### src/rtl/eeprom_rd_pkg.sv
package eeprom_rd_pkg;

  // start bit plus read code, shifted above the word address
  localparam logic [2:0] RD_CODE = 3'b110;
  localparam int         LEAD_ZEROS = 2;

  typedef struct packed {
    logic cs;
    logic sk;
    logic di;
  } pins_t;

endpackage

### src/rtl/eeprom_rd_timer.sv
module eeprom_rd_timer #(
  parameter int HALF_CLKS = 4
) (
  input  logic clk,
  input  logic rst,
  input  logic run,
  output logic tick
);
  localparam int CNT_W = (HALF_CLKS > 1) ? $clog2(HALF_CLKS) : 1;
  localparam logic [CNT_W-1:0] CNT_LAST = CNT_W'(HALF_CLKS - 1);

  logic [CNT_W-1:0] cnt_q;

  assign tick = run && (cnt_q == CNT_LAST);

  always_ff @(posedge clk) begin
    if (rst || !run || tick) cnt_q <= '0;
    else                     cnt_q <= cnt_q + 1'b1;
  end

  // the half-period counter never passes its terminal count
  p_cnt_range_r4: assert property (@(posedge clk) disable iff (rst)
    cnt_q <= CNT_LAST);

  // counter restarts from zero after every half-period boundary
  p_restart_r4: assert property (@(posedge clk) disable iff (rst)
    tick |=> (cnt_q == '0));

endmodule

### src/rtl/eeprom_rd_seq.sv
module eeprom_rd_seq #(
  parameter int STEPS = 56
) (
  input  logic                       clk,
  input  logic                       rst,
  input  logic                       start_i,
  input  logic                       tick,
  output logic                       busy_q,
  output logic                       busy_d,
  output logic [$clog2(STEPS)-1:0]   step_q,
  output logic [$clog2(STEPS)-1:0]   step_d,
  output logic                       launch,
  output logic                       finish,
  output logic                       done_q
);
  localparam int STEP_W = $clog2(STEPS);
  localparam logic [STEP_W-1:0] STEP_LAST = STEP_W'(STEPS - 1);

  assign launch = start_i && !busy_q;
  assign finish = busy_q && tick && (step_q == STEP_LAST);
  assign busy_d = launch || (busy_q && !finish);

  always_comb begin
    step_d = step_q;
    if (launch)                          step_d = '0;
    else if (busy_q && tick && !finish)  step_d = step_q + 1'b1;
  end

  always_ff @(posedge clk) begin
    if (rst) begin
      busy_q <= 1'b0;
      step_q <= '0;
      done_q <= 1'b0;
    end else begin
      busy_q <= busy_d;
      step_q <= step_d;
      done_q <= finish;
    end
  end

  // a request during an access neither restarts nor stops it
  p_start_ignored_r8: assert property (@(posedge clk) disable iff (rst)
    (busy_q && start_i && !tick) |=> (busy_q && $stable(step_q)));

  // completion pulse lasts a single cycle
  p_done_pulse_r7: assert property (@(posedge clk) disable iff (rst)
    done_q |=> !done_q);

  // completion coincides with the end of busy
  p_done_ends_busy_r7: assert property (@(posedge clk) disable iff (rst)
    done_q |-> $fell(busy_q));

endmodule

### src/rtl/eeprom_rd_pins.sv
module eeprom_rd_pins
  import eeprom_rd_pkg::*;
#(
  parameter int CMD_W  = 11,
  parameter int STEP_W = 6
) (
  input  logic [STEP_W-1:0] step,
  input  logic              active,
  input  logic [CMD_W-1:0]  cmd,
  output pins_t             pins
);
  localparam int CMD_END = 2 * CMD_W;   // last command step
  localparam int GAP     = CMD_END + 1; // low-clock step before data

  always_comb begin
    int s;
    int k;
    s = int'(step);
    k = 0;
    pins = '0;
    if (active && s != 0) begin
      pins.cs = 1'b1;
      if (s <= CMD_END) begin
        k       = s - 1;
        pins.sk = k[0];
        pins.di = cmd[CMD_W - 1 - (k / 2)];
      end else if (s > GAP) begin
        k       = s - GAP - 1;
        pins.sk = !k[0];
      end
    end
  end

endmodule

### src/rtl/eeprom_word_reader.sv
module eeprom_word_reader
  import eeprom_rd_pkg::*;
#(
  parameter int ADDR_W    = 6,
  parameter int DATA_W    = 16,
  parameter int HALF_CLKS = 4
) (
  input  logic              clk,
  input  logic              rst,
  input  logic              start_i,
  input  logic [ADDR_W-1:0] addr_i,
  output logic              busy_o,
  output logic              done_o,
  output logic [DATA_W-1:0] data_o,
  output logic              sk_o,
  output logic              cs_o,
  output logic              di_o,
  input  logic              do_i
);
  localparam int CMD_W      = LEAD_ZEROS + 3 + ADDR_W;
  localparam int STEPS      = 2 + 2 * CMD_W + 2 * DATA_W;
  localparam int STEP_W     = $clog2(STEPS);
  localparam int DATA_FIRST = 2 * CMD_W + 2;

  logic              tick, launch, finish, busy_q, busy_d;
  logic [STEP_W-1:0] step_q, step_d;
  logic [CMD_W-1:0]  cmd_q, cmd_d;
  logic [DATA_W-1:0] shift_q;
  pins_t             pins_d;
  logic              sample_en;

  eeprom_rd_timer #(.HALF_CLKS(HALF_CLKS)) u_timer (
    .clk  (clk),
    .rst  (rst),
    .run  (busy_q),
    .tick (tick)
  );

  eeprom_rd_seq #(.STEPS(STEPS)) u_seq (
    .clk     (clk),
    .rst     (rst),
    .start_i (start_i),
    .tick    (tick),
    .busy_q  (busy_q),
    .busy_d  (busy_d),
    .step_q  (step_q),
    .step_d  (step_d),
    .launch  (launch),
    .finish  (finish),
    .done_q  (done_o)
  );

  assign cmd_d = launch ? {{LEAD_ZEROS{1'b0}}, RD_CODE, addr_i} : cmd_q;

  eeprom_rd_pins #(.CMD_W(CMD_W), .STEP_W(STEP_W)) u_pins (
    .step   (step_d),
    .active (busy_d),
    .cmd    (cmd_d),
    .pins   (pins_d)
  );

  // data bit is taken at the close of each clock-high half period
  always_comb begin
    int s;
    s = int'(step_q);
    sample_en = (s >= DATA_FIRST) && !((s - DATA_FIRST) & 1);
  end

  always_ff @(posedge clk) begin
    if (rst) begin
      cmd_q   <= '0;
      shift_q <= '0;
      data_o  <= '0;
      cs_o    <= 1'b0;
      sk_o    <= 1'b0;
      di_o    <= 1'b0;
    end else begin
      cmd_q <= cmd_d;
      cs_o  <= pins_d.cs;
      sk_o  <= pins_d.sk;
      di_o  <= pins_d.di;
      if (busy_q && tick && sample_en)
        shift_q <= {shift_q[DATA_W-2:0], do_i};
      if (finish)
        data_o <= shift_q;
    end
  end

  assign busy_o = busy_q;

  // chip select never active outside an access
  p_cs_in_access_r7: assert property (@(posedge clk) disable iff (rst)
    !busy_o |-> !cs_o);

  // serial clock idles low whenever no access runs
  p_sk_idle_r1: assert property (@(posedge clk) disable iff (rst)
    !busy_o |-> (!sk_o && !di_o));

  // data-in is already settled when the serial clock rises
  p_di_hold_r3: assert property (@(posedge clk) disable iff (rst)
    $rose(sk_o) |-> $stable(di_o));

  // an accepted start opens with chip select low
  p_pre_cs_low_r2: assert property (@(posedge clk) disable iff (rst)
    $rose(busy_o) |-> !cs_o);

  // result register only moves at completion
  p_data_hold_r6: assert property (@(posedge clk) disable iff (rst)
    !done_o |-> $stable(data_o));

endmodule

### config.mk
export PLATFORM = sky130hd
export DESIGN_NAME = eeprom_word_reader
export DESIGN_NICKNAME = d
export VERILOG_FILES = /design/src/rtl/eeprom_rd_pkg.sv /design/src/rtl/eeprom_rd_timer.sv /design/src/rtl/eeprom_rd_seq.sv /design/src/rtl/eeprom_rd_pins.sv /design/src/rtl/eeprom_word_reader.sv
export SDC_FILE = /design/constraint.sdc
export NUM_CORES = 1
export LEC_CHECK = 0
export BUFFER_PORTS_ARGS = -buffer_cell sky130_fd_sc_hd__buf_2
export CORE_MARGIN = 2
export CORE_UTILIZATION = 43
export CTS_BUF_LIST = sky130_fd_sc_hd__clkbuf_8
export DETAILED_ROUTE_END_ITERATION = 16
export GPL_TIMING_DRIVEN = 0
export PLACE_DENSITY = 0.63
export REMOVE_ABC_BUFFERS = 1
export SETUP_SLACK_MARGIN = 0.2
export SLEW_MARGIN = 15
export SYNTH_ARGS = -nofsm -noshare
export SYNTH_HDL_FRONTEND = slang
export SYNTH_SLANG_ARGS = --single-unit
### constraint.sdc
create_clock -name clk -period 3.9 [get_ports clk]
set_input_delay 0 -clock clk [delete_from_list [all_inputs] [get_ports clk]]
set_output_delay 0 -clock clk [all_outputs]
set_load 0.02 [all_outputs]
* Word level (Yosys, flattened, before mapping) *
Index checks and enable logic that the tools add are counted.

word-level totals
  register bits after elaboration = 56
  input port bits = 10
  output and inout bits = 21
  logic and storage cells = 56

operators by class
  $add $sub $neg = 8
  $lt $le $gt $ge = 4
  equal/unequal tests = 2
  mux-type cells = 10
  bitwise logic cells = 3
  reduce and logical (&&, ||, !) cells = 19

operators by type and width
  operator                                                      count
  adder 32 x 1 -> 32 bit                                        1
  zero test 32 bit                                              1
  less-than comparator 32 x 6 -> 1 bit (second input constant)  1
  subtractor 5 x 32 -> 32 bit (first input constant)            1
  2-to-1 mux 6 bit                                              2
  2-to-1 mux 11 bit                                             1
  logical AND 1 bit                                             9
  subtractor 6 x 1 -> 7 bit (second input constant)             1
  adder 6 x 1 -> 6 bit (second input constant)                  1
  == test 6 bit (second input constant)                         1
  >= comparator 6 x 5 -> 1 bit (second input constant)          1
  > comparator 6 x 5 -> 1 bit (second input constant)           1
  <= comparator 6 x 5 -> 1 bit (second input constant)          1
  nonzero test 6 bit                                            1
  2-to-1 mux 1 bit                                              5
  binary-select mux 1 bit (select 4 bit)                        1
  zero test 1 bit                                               3
  logical OR 1 bit                                              3
  2-to-1 mux 3 bit                                              1
  OR reduction 3 bit                                            1
  subtractor 1 bit (second input constant)                      3
  adder 2 x 1 -> 2 bit (second input constant)                  1
  == test 2 bit (second input constant)                         1
  inverter 1 bit                                                2
  2 further kinds                                               2

* Logic depth before layout (Yosys ltp) *
  depth after elaboration = 17
  depth in mapped cells = 17
  mapped depth without buffers = 17

* Cells and area by module *
A second synthesis with hierarchy kept.

second synthesis, totals
  cells, all modules = 240
  area, all modules = 2501.1 um^2

by module, submodules not included
  module              instances  cells an instance  area each (um^2)  seq. area each (um^2)
  eeprom_word_reader  1          148                1679.1            920.9
  eeprom_rd_seq       1          51                 427.9             160.2
  eeprom_rd_pins      1          35                 307.8             0.0
  eeprom_rd_timer     1          6                  86.3              40.0

* Worst setup path before layout *
OpenSTA, ideal clock, no wires.

  path kind = flip-flop to flip-flop
  from = register u_seq.step_q[0]
  to = register di_o
  library setup time = 0.075 ns
  arrival time = 3.626 ns
  data required time = 3.825 ns
  path slack = 0.199 ns
  cell stages (with the launch flop) = 17
  path buffers = 0
  period minus slack after synthesis = 3.701 ns
  path through = dfxtp_1 ha_1 and4b_1 a21oi_1 mux2i_1 or2_2 ha_1 and4b_1 nand3_1 ha_1 ha_1 inv_1 fa_1 a211o_1 a21bo_1 a221o_1 a22oi_2

on the way
  longest elaborated chain between the ends = 13
  elaborated cells on any way between the ends = 22
  those cells by class = add/sub (4); order compare (1); eq/ne (1); mux (5); bitwise (3); reduce/logical (8)

ends and longest elaborated chain
  item                                                             RTL line                  text
  start: declaration                                               eeprom_rd_seq.sv:10       output logic [$clog2(STEPS)-1:0] step_q,
  start signal: assignment                                         eeprom_rd_seq.sv:36       step_q <= step_d;
  branches (longest 13 deep; another with adder 32 x 1 -> 32 bit)  -
  end signal: assignment                                           eeprom_word_reader.sv:81  di_o <= pins_d.di;
  end: declaration                                                 eeprom_word_reader.sv:17  output logic di_o,

Parallel ways; which one is timed is not known. The select of a mux whose other input is x is not followed.
A chain may end at the register's enable or synchronous reset.

* Worst setup path in the final report *
  from = register u_seq.step_q[1]
  to = register di_o

The elaborated chain is that of the path after synthesis.

==> flow_metrics.tcl <==
set metrics [dict create \
    status "complete, no violations" \
    multiInputGateArea_mm2 0.00133 \
    p_switching_uw 214 \
    fin_skew_ns 0.00384 \
    synth.area.mux_share_pct 10.1 \
    leakage_uw 0.00116 \
    io_buffers 30 \
    grt_start_max_net_pins 51 \
    core_area_mm2 0.00554 \
    hold_class "input port to flop" \
    fin_util_pct 54.3 \
    dp.cells 361 \
    hold_viol 0 \
    power.density_mw_per_mm2 318 \
    netlist_area_mm2 0.00249 \
    synthCells 273 \
    synth-xor-area-share_pct 1.76 \
    cts_max_level 2 \
    routed_via_density 5.11 \
    clk_path_buf_depth 2 \
    die_height_um 80.2 \
    pin_count 31 \
    numCtsBuffers 5 \
    grt_pass1_vias 1859 \
    gp_congestion 0.837 \
    finalCritPeriodShare_pct 92.3 \
    end_kind "flop" \
    fin_ws_ns 0.301 \
    switching_share_pct 22.4 \
    grt_overflow 0 \
    num-fill-cells 523 \
    fp.dieArea_mm2 0.00643 \
    clk_pin_slew_ns 0.09 \
    pwr-share-seq_pct 60.9 \
    layout-drive-gt1-share_pct 25.0 \
    synth-seq-area-share_pct 44.9 \
    antenna_found_initial 0 \
    synthFlopType "dfxtp_1" \
    ys_ff_latch 56 \
    cap_violations 0 \
    routed_wl_um 4950 \
    max-vdd-ir-drop_mv 0.272 \
    drtAntennaViolNets 0 \
    core.rowCount 27 \
    yosysMostFrequentCell "dfxtp_1" \
    maxSlewViolCount 0 \
    cp-start-kind "flop" \
    final_nets 334 \
    pre_cts_slack_ns -0.235 \
    area_delta_synth_final_pct 20.6 \
    grt_usage_pct 16.0 \
    ys_types 49 \
    rsz0062_at_grt "no" \
    power.internal_uw 742 \
    synth-edff-count 0 \
    yosysTopAreaCell "dfxtp_1" \
    via_count 1984 \
    cp_max_fo 4 \
    worstSetupPathType "flop to flop" \
    diodes 0 \
    slew_headroom_pct 38.8 \
    min_period_ns 3.60 \
    clkPwrFrac_pct 34.4 \
    synth_common_cells "56 x dfxtp_1, 38 x nand2_1, 35 x nor2_1" \
    synth_warnings 0 \
    die_w_um 80.2 \
    timing.fmax_mhz 278 \
    async_flop_share_pct 0 \
    clk_latency_ns 0.31 \
    comb_power_share_pct 4.7 \
    seqCellArea_mm2 0.00113 \
    route.detailed.drc 0 \
    clockRootBuffer "clkbuf_8" \
    drt_iter0_drc 75 \
    cp.arrival_ns 3.84 \
    yosys-top-cells-area "dfxtp_1 45%, mux2i_1 9.2%, nand2_1 5.7%" \
    hpwl_um 3130 \
    clock-sinks 56 \
    drt-pass1-iter-count 4 \
    finalSetupViolations 0 \
    avgSynthCellArea_um2 9.14 \
    grt_pass1_wl_um 8180 \
    cts_tree "built" \
    synthAdderAreaFrac_pct 4.81 \
    layout.cells.non_filler 388 \
    synth_compound_area_share_pct 10.4 \
    start_util_pct 45.0 \
    yosys.area_share.simple_pct 23.3 \
    post_drt_wl_per_cell_um 12.8 \
    required_ns 4.14 \
    tightest_slew_ns 0.919 \
    yosysTopAreaCellShare_pct 44.9 \
    synth_top_family_by_area "simple AND/OR/NAND/NOR gates" \
]
area by class of cell:
type / instances / share of cell area [%]
Inverter: 9 / 1.12
Clock inverter: 2 / 0.457
Tap cell: 72 / 2.99
Sequential cell: 56 / 37.7
Multi-Input combinational cell: 193 / 44.2
Timing Repair Buffer: 50 / 10.8
Clock buffer: 6 / 2.74
power by group through the flow:
stage / logic, µW / clock network (µW) / registers [µW]
floorplan: 20.8 / 0 / 596
global placement: 39.1 / 0 / 596
detailed placement: 39.6 / 0 / 596
CTS: 45.5 / 347 / 583
global route: 50.5 / 361 / 583
finish: 45.4 / 329 / 582
layout by cell type (no fill, tap or decap), drive strengths merged, types with 2 or more instances in the layout:
master / count
dfxtp: 56
buf: 43
nand2: 38
nor2: 35
mux2i: 23
a21oi: 20
inv: 10
nand3: 9
ha: 8
dlygate4sd3: 7
clkbuf: 6
nor3: 5
and3: 4
nor4: 4
xnor2: 4
and2: 3
o21ai: 3
o211ai: 3
nand4: 3
nor2b: 3
nand2b: 2
nand3b: 2
and4b: 2
or3: 2
stage by stage:
step	setup TNS, ns	cell area (µm²)	hold slack, ns	power (µW)
after floorplan	0	2410	0.0691	617
after global placement	-0.120	2650	0.239	635
after detailed placement	-0.235	2680	0.253	636
after CTS	0	2910	0.0197	975
after global routing	0	3010	0.0687	995
final	0	3010	0.0352	957
cell families after synthesis:
logic type,after synthesis
fa+ha+maj,9
simple gates,116
buf+inv,24
mux,24
flops,56
xor+xnor,5
compound gates,39
what timing repair did:
item	in CTS	in global routing
endpoints found under the setup margin	1	1
hold buffers	7	0
buffers inserted	2	10
resized for setup	14	9
pin swaps	1	8
cloned	0	0
hold endpoints to repair	7	0
worst paths after layout:
path | startpoint | slack (ns) | cells after the start | endpoint
worst max-delay path | u_seq.step_q[1] | 0.30 | 16 | di_o
worst min-delay path | start_i | 0.04 | 3 | u_seq.busy_q
worst max register to register | u_seq.step_q[1] | 0.30 | 16 | di_o
worst min register to register | u_timer.cnt_q[0] | 0.45 | 1 | u_timer.cnt_q[0]
flip-flops by register name, summed over array words and instances (netlist names):
name,cells
sk_o,1
u_seq.busy_q,1
cs_o,1
cmd_q,11
u_seq.done_q,1
u_seq.step_q,6
di_o,1
u_timer.cnt_q,2
data_o,16
shift_q,16
routing by layer:
layer,share of wire [%],wire [µm],global-route usage (%)
met3,3.8,189,3.48
met1,48,2350,19.6
met4,1.4,67,6.44
met5,0,0,0
met2,47,2340,27.0
worst max-delay path, cell delays in order, from the launching register on:
cell and delay [ns]:
dfxtp_4 0.37, ha_4 0.17, and4b_2 0.24, a21oi_4 0.17
mux2i_2 0.10, or2_4 0.25, buf_4 0.13, buf_4 0.14
ha_1 0.29, ha_1 0.14, ha_1 0.15, inv_2 0.04
fa_2 0.35, a211o_1 0.29, a21bo_1 0.19, a221o_1 0.34
a22oi_2 0.17
Power figures use the tool's default switching activity.
